### config.mk
export PLATFORM = sky130hd
export DESIGN_NAME = ipc_ctrl
export DESIGN_NICKNAME = d
export VERILOG_FILES = /design/src/rtl/ipc_pkg.sv /design/src/rtl/ipc_nmi_latch.sv /design/src/rtl/ipc_lp_pick.sv /design/src/rtl/ipc_act_stack.sv /design/src/rtl/ipc_ctrl.sv
export SDC_FILE = /design/constraint.sdc
export NUM_CORES = 1
export LEC_CHECK = 0
export ABC_AREA = 1
export BUFFER_PORTS_ARGS = -buffer_cell sky130_fd_sc_hd__clkbuf_2
export CELL_PAD_IN_SITES_DETAIL_PLACEMENT = 0
export CELL_PAD_IN_SITES_GLOBAL_PLACEMENT = 1
export CORE_UTILIZATION = 30
export CTS_BUF_LIST = sky130_fd_sc_hd__clkbuf_8
export CTS_CLUSTER_DIAMETER = 40
export DETAILED_ROUTE_END_ITERATION = 7
export GPL_ROUTABILITY_DRIVEN = 0
export PLACE_DENSITY_LB_ADDON = 0.1
export SETUP_SLACK_MARGIN = 0.2
export SLEW_MARGIN = 5
export SYNTH_ARGS = -nofsm -noshare
export SYNTH_HDL_FRONTEND = slang
export SYNTH_SLANG_ARGS = --single-unit
### constraint.sdc
create_clock -name clk -period 1.74 [get_ports clk]
set_input_delay 0.348 -clock clk [delete_from_list [all_inputs] [get_ports clk]]
set_output_delay 0.348 -clock clk [all_outputs]
set_load 0.02 [all_outputs]
### src/rtl/ipc_pkg.sv
// Shared constants for the two-tier interrupt priority controller.
// Assumes the active stack has exactly three tiers, in rising priority.
package ipc_pkg;
    localparam int unsigned TIER_LP     = 0;
    localparam int unsigned TIER_STD    = 1;
    localparam int unsigned TIER_NMI    = 2;
    localparam int unsigned TIER_COUNT  = 3;
    localparam int unsigned VEC_NMI     = 0;
    localparam int unsigned VEC_STD     = 1;
    localparam int unsigned VEC_LP_BASE = 2;
endpackage

### src/rtl/ipc_nmi_latch.sv
// Edge latch for the non-maskable request.
// Detects a rising edge on the raw input and holds it pending until the
// arbiter grants it. pend_o includes the edge seen in the current cycle,
// so a grant can follow one clock edge after the input rises.
// Assumes nmi_i is already synchronous to clk.
module ipc_nmi_latch (
    input  logic clk,
    input  logic rst_n,
    input  logic nmi_i,
    input  logic grant_i,
    output logic pend_o
);
    logic nmi_q;
    logic pend_q;
    logic rise;

    // detect a low-to-high transition of the request
    assign rise   = nmi_i & ~nmi_q;
    assign pend_o = pend_q | rise;

    // remember the previous level and the pending flag
    always_ff @(posedge clk) begin
        if (!rst_n) begin
            nmi_q  <= 1'b0;
            pend_q <= 1'b0;
        end else begin
            nmi_q  <= nmi_i;
            pend_q <= pend_o & ~grant_i;
        end
    end
endmodule

### src/rtl/ipc_lp_pick.sv
// Fixed-priority picker for the low-priority lines.
// The lowest-numbered asserted line wins. Purely combinational.
module ipc_lp_pick #(
    parameter int unsigned NUM_LP = 4,
    localparam int unsigned IDX_W = (NUM_LP > 1) ? $clog2(NUM_LP) : 1
) (
    input  logic [NUM_LP-1:0] req_i,
    output logic              any_o,
    output logic [IDX_W-1:0]  idx_o
);
    // scan from the top down so that the lowest index is written last
    always_comb begin
        any_o = 1'b0;
        idx_o = '0;
        for (int i = NUM_LP - 1; i >= 0; i--) begin
            if (req_i[i]) begin
                any_o = 1'b1;
                idx_o = IDX_W'(i);
            end
        end
    end
endmodule

### src/rtl/ipc_act_stack.sv
// Active-handler stack, one bit per tier.
// Push requests are assumed to be mutually exclusive and never to occur in
// the same cycle as a pop. Tiers are entered only in rising order, so a pop
// clears the highest set bit, which is the most recently entered level.
module ipc_act_stack import ipc_pkg::*; #(
    localparam int unsigned LVL_W = $clog2(TIER_COUNT + 1)
) (
    input  logic                  clk,
    input  logic                  rst_n,
    input  logic [TIER_COUNT-1:0] push_i,
    input  logic                  pop_i,
    output logic [TIER_COUNT-1:0] act_o,
    output logic [LVL_W-1:0]      level_o
);
    logic [TIER_COUNT-1:0] act_q;
    logic [TIER_COUNT-1:0] pop_mask;

    // select the highest active tier for removal
    always_comb begin
        logic found;
        found    = 1'b0;
        pop_mask = '0;
        for (int t = TIER_COUNT - 1; t >= 0; t--) begin
            if (act_q[t] && !found) begin
                pop_mask[t] = 1'b1;
                found       = 1'b1;
            end
        end
    end

    // apply pushes and pops to the stack bits
    always_ff @(posedge clk) begin
        if (!rst_n) begin
            act_q <= '0;
        end else if (pop_i) begin
            act_q <= act_q & ~pop_mask;
        end else begin
            act_q <= act_q | push_i;
        end
    end

    assign act_o   = act_q;
    assign level_o = LVL_W'($countones(act_q));
endmodule

### src/rtl/ipc_ctrl.sv
// Two-tier interrupt priority controller (top).
// Arbitrates one edge-triggered non-maskable line, one level-sensitive
// standard line and NUM_LP level-sensitive low-priority lines. A grant
// registers take_o, vec_o and the matching stack bit on the same edge.
// Assumes every input is synchronous to clk and that eoh_i is pulsed once
// per finished handler.
module ipc_ctrl import ipc_pkg::*; #(
    parameter int unsigned NUM_LP = 4,
    localparam int unsigned VEC_W = $clog2(NUM_LP + VEC_LP_BASE),
    localparam int unsigned LVL_W = $clog2(TIER_COUNT + 1),
    localparam int unsigned IDX_W = (NUM_LP > 1) ? $clog2(NUM_LP) : 1
) (
    input  logic              clk,
    input  logic              rst_n,
    input  logic              nmi_i,
    input  logic              irq_i,
    input  logic              irq_en_i,
    input  logic [NUM_LP-1:0] lp_req_i,
    input  logic [NUM_LP-1:0] lp_en_i,
    input  logic              gmask_i,
    input  logic              eoh_i,
    output logic              take_o,
    output logic [VEC_W-1:0]  vec_o,
    output logic [LVL_W-1:0]  level_o
);
    logic                  nmi_pend;
    logic                  grant_nmi;
    logic                  grant_std;
    logic                  grant_lp;
    logic                  lp_any;
    logic [IDX_W-1:0]      lp_idx;
    logic [NUM_LP-1:0]     lp_ok;
    logic [TIER_COUNT-1:0] act_q;
    logic [TIER_COUNT-1:0] push;
    logic [VEC_W-1:0]      vec_d;
    logic                  take_q;
    logic [VEC_W-1:0]      vec_q;

    ipc_nmi_latch u_nmi (
        .clk     (clk),
        .rst_n   (rst_n),
        .nmi_i   (nmi_i),
        .grant_i (grant_nmi),
        .pend_o  (nmi_pend)
    );

    // qualify low-priority lines with their enables and the global mask
    assign lp_ok = lp_req_i & lp_en_i & {NUM_LP{~gmask_i}};

    ipc_lp_pick #(.NUM_LP(NUM_LP)) u_pick (
        .req_i (lp_ok),
        .any_o (lp_any),
        .idx_o (lp_idx)
    );

    // choose at most one grant per cycle, none while a handler is closing
    always_comb begin
        grant_nmi = !eoh_i && nmi_pend && !act_q[TIER_NMI];
        grant_std = !eoh_i && !grant_nmi && irq_i && irq_en_i && !gmask_i
                    && !act_q[TIER_STD] && !act_q[TIER_NMI];
        grant_lp  = !eoh_i && !grant_nmi && !grant_std && lp_any
                    && (act_q == '0);
    end

    // map the winning source to a stack bit and a vector index
    always_comb begin
        push           = '0;
        push[TIER_NMI] = grant_nmi;
        push[TIER_STD] = grant_std;
        push[TIER_LP]  = grant_lp;
        if (grant_nmi) begin
            vec_d = VEC_W'(VEC_NMI);
        end else if (grant_std) begin
            vec_d = VEC_W'(VEC_STD);
        end else begin
            vec_d = VEC_W'(VEC_LP_BASE) + VEC_W'(lp_idx);
        end
    end

    ipc_act_stack u_stack (
        .clk     (clk),
        .rst_n   (rst_n),
        .push_i  (push),
        .pop_i   (eoh_i),
        .act_o   (act_q),
        .level_o (level_o)
    );

    // register the take strobe and hold the vector of the last grant
    always_ff @(posedge clk) begin
        if (!rst_n) begin
            take_q <= 1'b0;
            vec_q  <= '0;
        end else begin
            take_q <= |push;
            if (|push) begin
                vec_q <= vec_d;
            end
        end
    end

    assign take_o = take_q;
    assign vec_o  = vec_q;
endmodule

==> impl_metrics.ini <==
[grt]
grt-busiest-layer = met2
groute.usage.overall = 0.1462
gr-total-overflow = 0
grt_max_degree = 7
grtUsageMet2 = 0.2617
grt_util_met1 = 0.1511
grt_pass1_wl_mm = 1.593
antenna_found_initial = 0
grt_pass1_vias = 418
met3_usage = 0.09574

[timing]
fmax_mhz = 626.8
worstMarginPinSlew_ns = 0.3061
rsz0062_at_grt = true
setup_tns_ns = 0
period_needed_ns = 1.595
finalClockSkew_ns = 0.006966
setup_slack_ns = 0.1447
slew_viol_final = 0
finalSetupViolations = 0
slew-limit-headroom = 0.7955
finalCritPeriodShare = 0.9169
hold_viol = 0

[clocking]
cts_tree = done
path_clk_slew_ns = 0.04
cts_buffers = 3
insertion_delay_ns = 0.23
cts_sinks = 9
cts-root-buf = clkbuf_8
htreeDepth = 1
hold_buffers = 0
cts_buffer_depth = 2

[floorplan]
start_util = 0.3397
ioPinCount = 21
core_mm2 = 0.001366
die_w_um = 41.34
rows = 13
die_h_um = 41.34
design.die.area_mm2 = 0.001709

[worst_setup_path]
crit_arrival_ns = 1.25
worstPathRequired_ns = 1.39
worstPathMaxFanout = 3
crit_chain = fa_1, clkbuf_8
path_class = reg -> out
r2r-start = u_stack.act_o[1]$_SDFF_PN0_
critPathLaunch = u_stack.act_o[1]$_SDFF_PN0_
endpoint_kind = output pin
cpMaxStageDelayCell = fa_1
cp-start-kind = flop
worst_r2r_path_depth = 8
max_stage_delay_ns = 0.55

[power_and_ir_drop]
peakVddDrop_v = 0.0004193
powerDensity_mw_per_mm2 = 893.5
p_leak_uw = 0.0003486

[logic_synthesis]
synthArstFlopShare = 0
muxShareOfSynthArea = 0
synth_xor_area_frac = 0
yosys_register_bits = 9
synth-seq-area-share = 0.3881
synth_fa_ha_area_frac = 0.04313
synth_edf_count = 0
syn_nets = 84
ys.flop_type = dfxtp_1
yosys.area_share.simple = 0.3935
syn_area_um2 = 464.2
synth-compound-area-share = 0.09434
synth_common_cells = nand2_1 (12), nor2_1 (12), dfxtp_1 (9)
ys_warn_count = 0
synthCells = 68
synth_top_family_by_area = simple AND/OR/NAND/NOR gates
synth_area_leader_cell = dfxtp_1
synthTopCellsByArea = dfxtp_1 (39%), nand2_1 (9.7%), nor2_1 (9.7%)
synthDistinctLibCells = 17
yosys.area.top_type_share = 0.3881
syn_avg_cell_area_um2 = 6.826

[placement]
place_hpwl_um = 803.2
dp_slack_ns = 0.3625
port_buffers = 20

[final_layout]
fin_nets = 110
drive_above_1_share = 0.3871
final_util = 0.4744
area_growth_pct = 39.62
antennaDiodeCount = 0
nFillCells = 160
regArea_um2 = 183.9
multiInputGateArea_um2 = 246.5

[status]
status = finished, final reports clean

[hold_path]
min_from = nmi_i
min_path_cells = 3
min_path_type = in -> reg

[drt]
vias = 498
wirelength_um = 952
wire_per_inst_um = 8.815
drcViolationCount = 0
viasPerCell = 4.611
drt_first_pass_iters = 4
drtIter0Drc = 4
ant_nets = 0

[flow_run]
maxCapViolCount = 0
-- sequential cells by signal (all words and copies together), names as in the netlist --
name	count
take_o	1
u_nmi.nmi_q	1
u_nmi.pend_q	1
u_stack.act_o	3
vec_o	3
-- cell type report --
cell class	count	share of cell area
Inverter	10	0.05792
Multi-Input combinational cell	49	0.3803
Clock inverter	1	0.005792
Sequential cell	9	0.2838
Timing Repair Buffer	21	0.1795
Clock buffer	3	0.06371
Tap cell	15	0.02896
-- routing by layer --
layer	routed length, um	share of wire
met2	460	0.48
met4	0	0
met1	417	0.44
met3	74	0.078
met5	0	0
-- cell usage in the layout, fill, tap and decap left out, drive strengths merged --
cell     n
a31oi    1
dfxtp    9
nand4    1
a21boi   1
nand2   14
nor2    15
or2      2
clkbuf  23
clkinv   2
nand3    8
a21oi    4
inv      9
o21ai    2
buf      1
fa       1
-- worst max-delay path: cells and delay by family, from the launching register on --
| kind | cells | cell delay (ns) |
|---|---|---|
| buffers and inverters | 1 | 0.15 |
| DFF | 1 | 0.33 |
| adders and majority gates | 1 | 0.55 |
-- kinds of logic (layout without fill, tap and decap cells) --
kind of cell,Yosys count,after routing
buf+inv,10,35
compound gates,8,8
simple gates,40,40
fa+ha+maj,1,1
flops,9,9
-- per-stage QoR --
step	cells	hold slack, ns	total power, uW	area (um2)
4_1_cts	108	0.3132	589.5	646.9
2_1_floorplan	68	0.4415	303.7	464.2
6_report	108	0.3169	579.1	648.1
3_5_place_dp	103	0.4825	340.0	583.1
5_1_grt	108	0.3123	618.9	648.1
3_3_place_gp	103	0.4658	340.3	583.1
-- worst paths after layout --
check                                         endpoint  slack (ns)
worst max-delay path                        level_o[0]        0.14
worst min-delay path            u_nmi.nmi_q$_SDFF_PN0_        0.32
worst max register to register   vec_o[0]$_SDFFE_PN0P_        0.41
worst min register to register   vec_o[2]$_SDFFE_PN0P_        0.48
-- what timing repair did --
| action | in CTS | in global routing |
|---|---|---|
| setup endpoints to repair | 1 | 1 |
| setup buffers | 1 | 0 |
| gates resized for setup | 4 | 1 |
| pin swaps | 1 | 0 |
| hold endpoints to repair | 0 | 0 |
-- power by group --
group | internal, uW | switching, uW
clock network | 154 | 84.0
logic | 49.0 | 65.1
registers | 221 | 6.52
total | 423 | 156
Note: power is estimated with default switching activity, not from simulation.
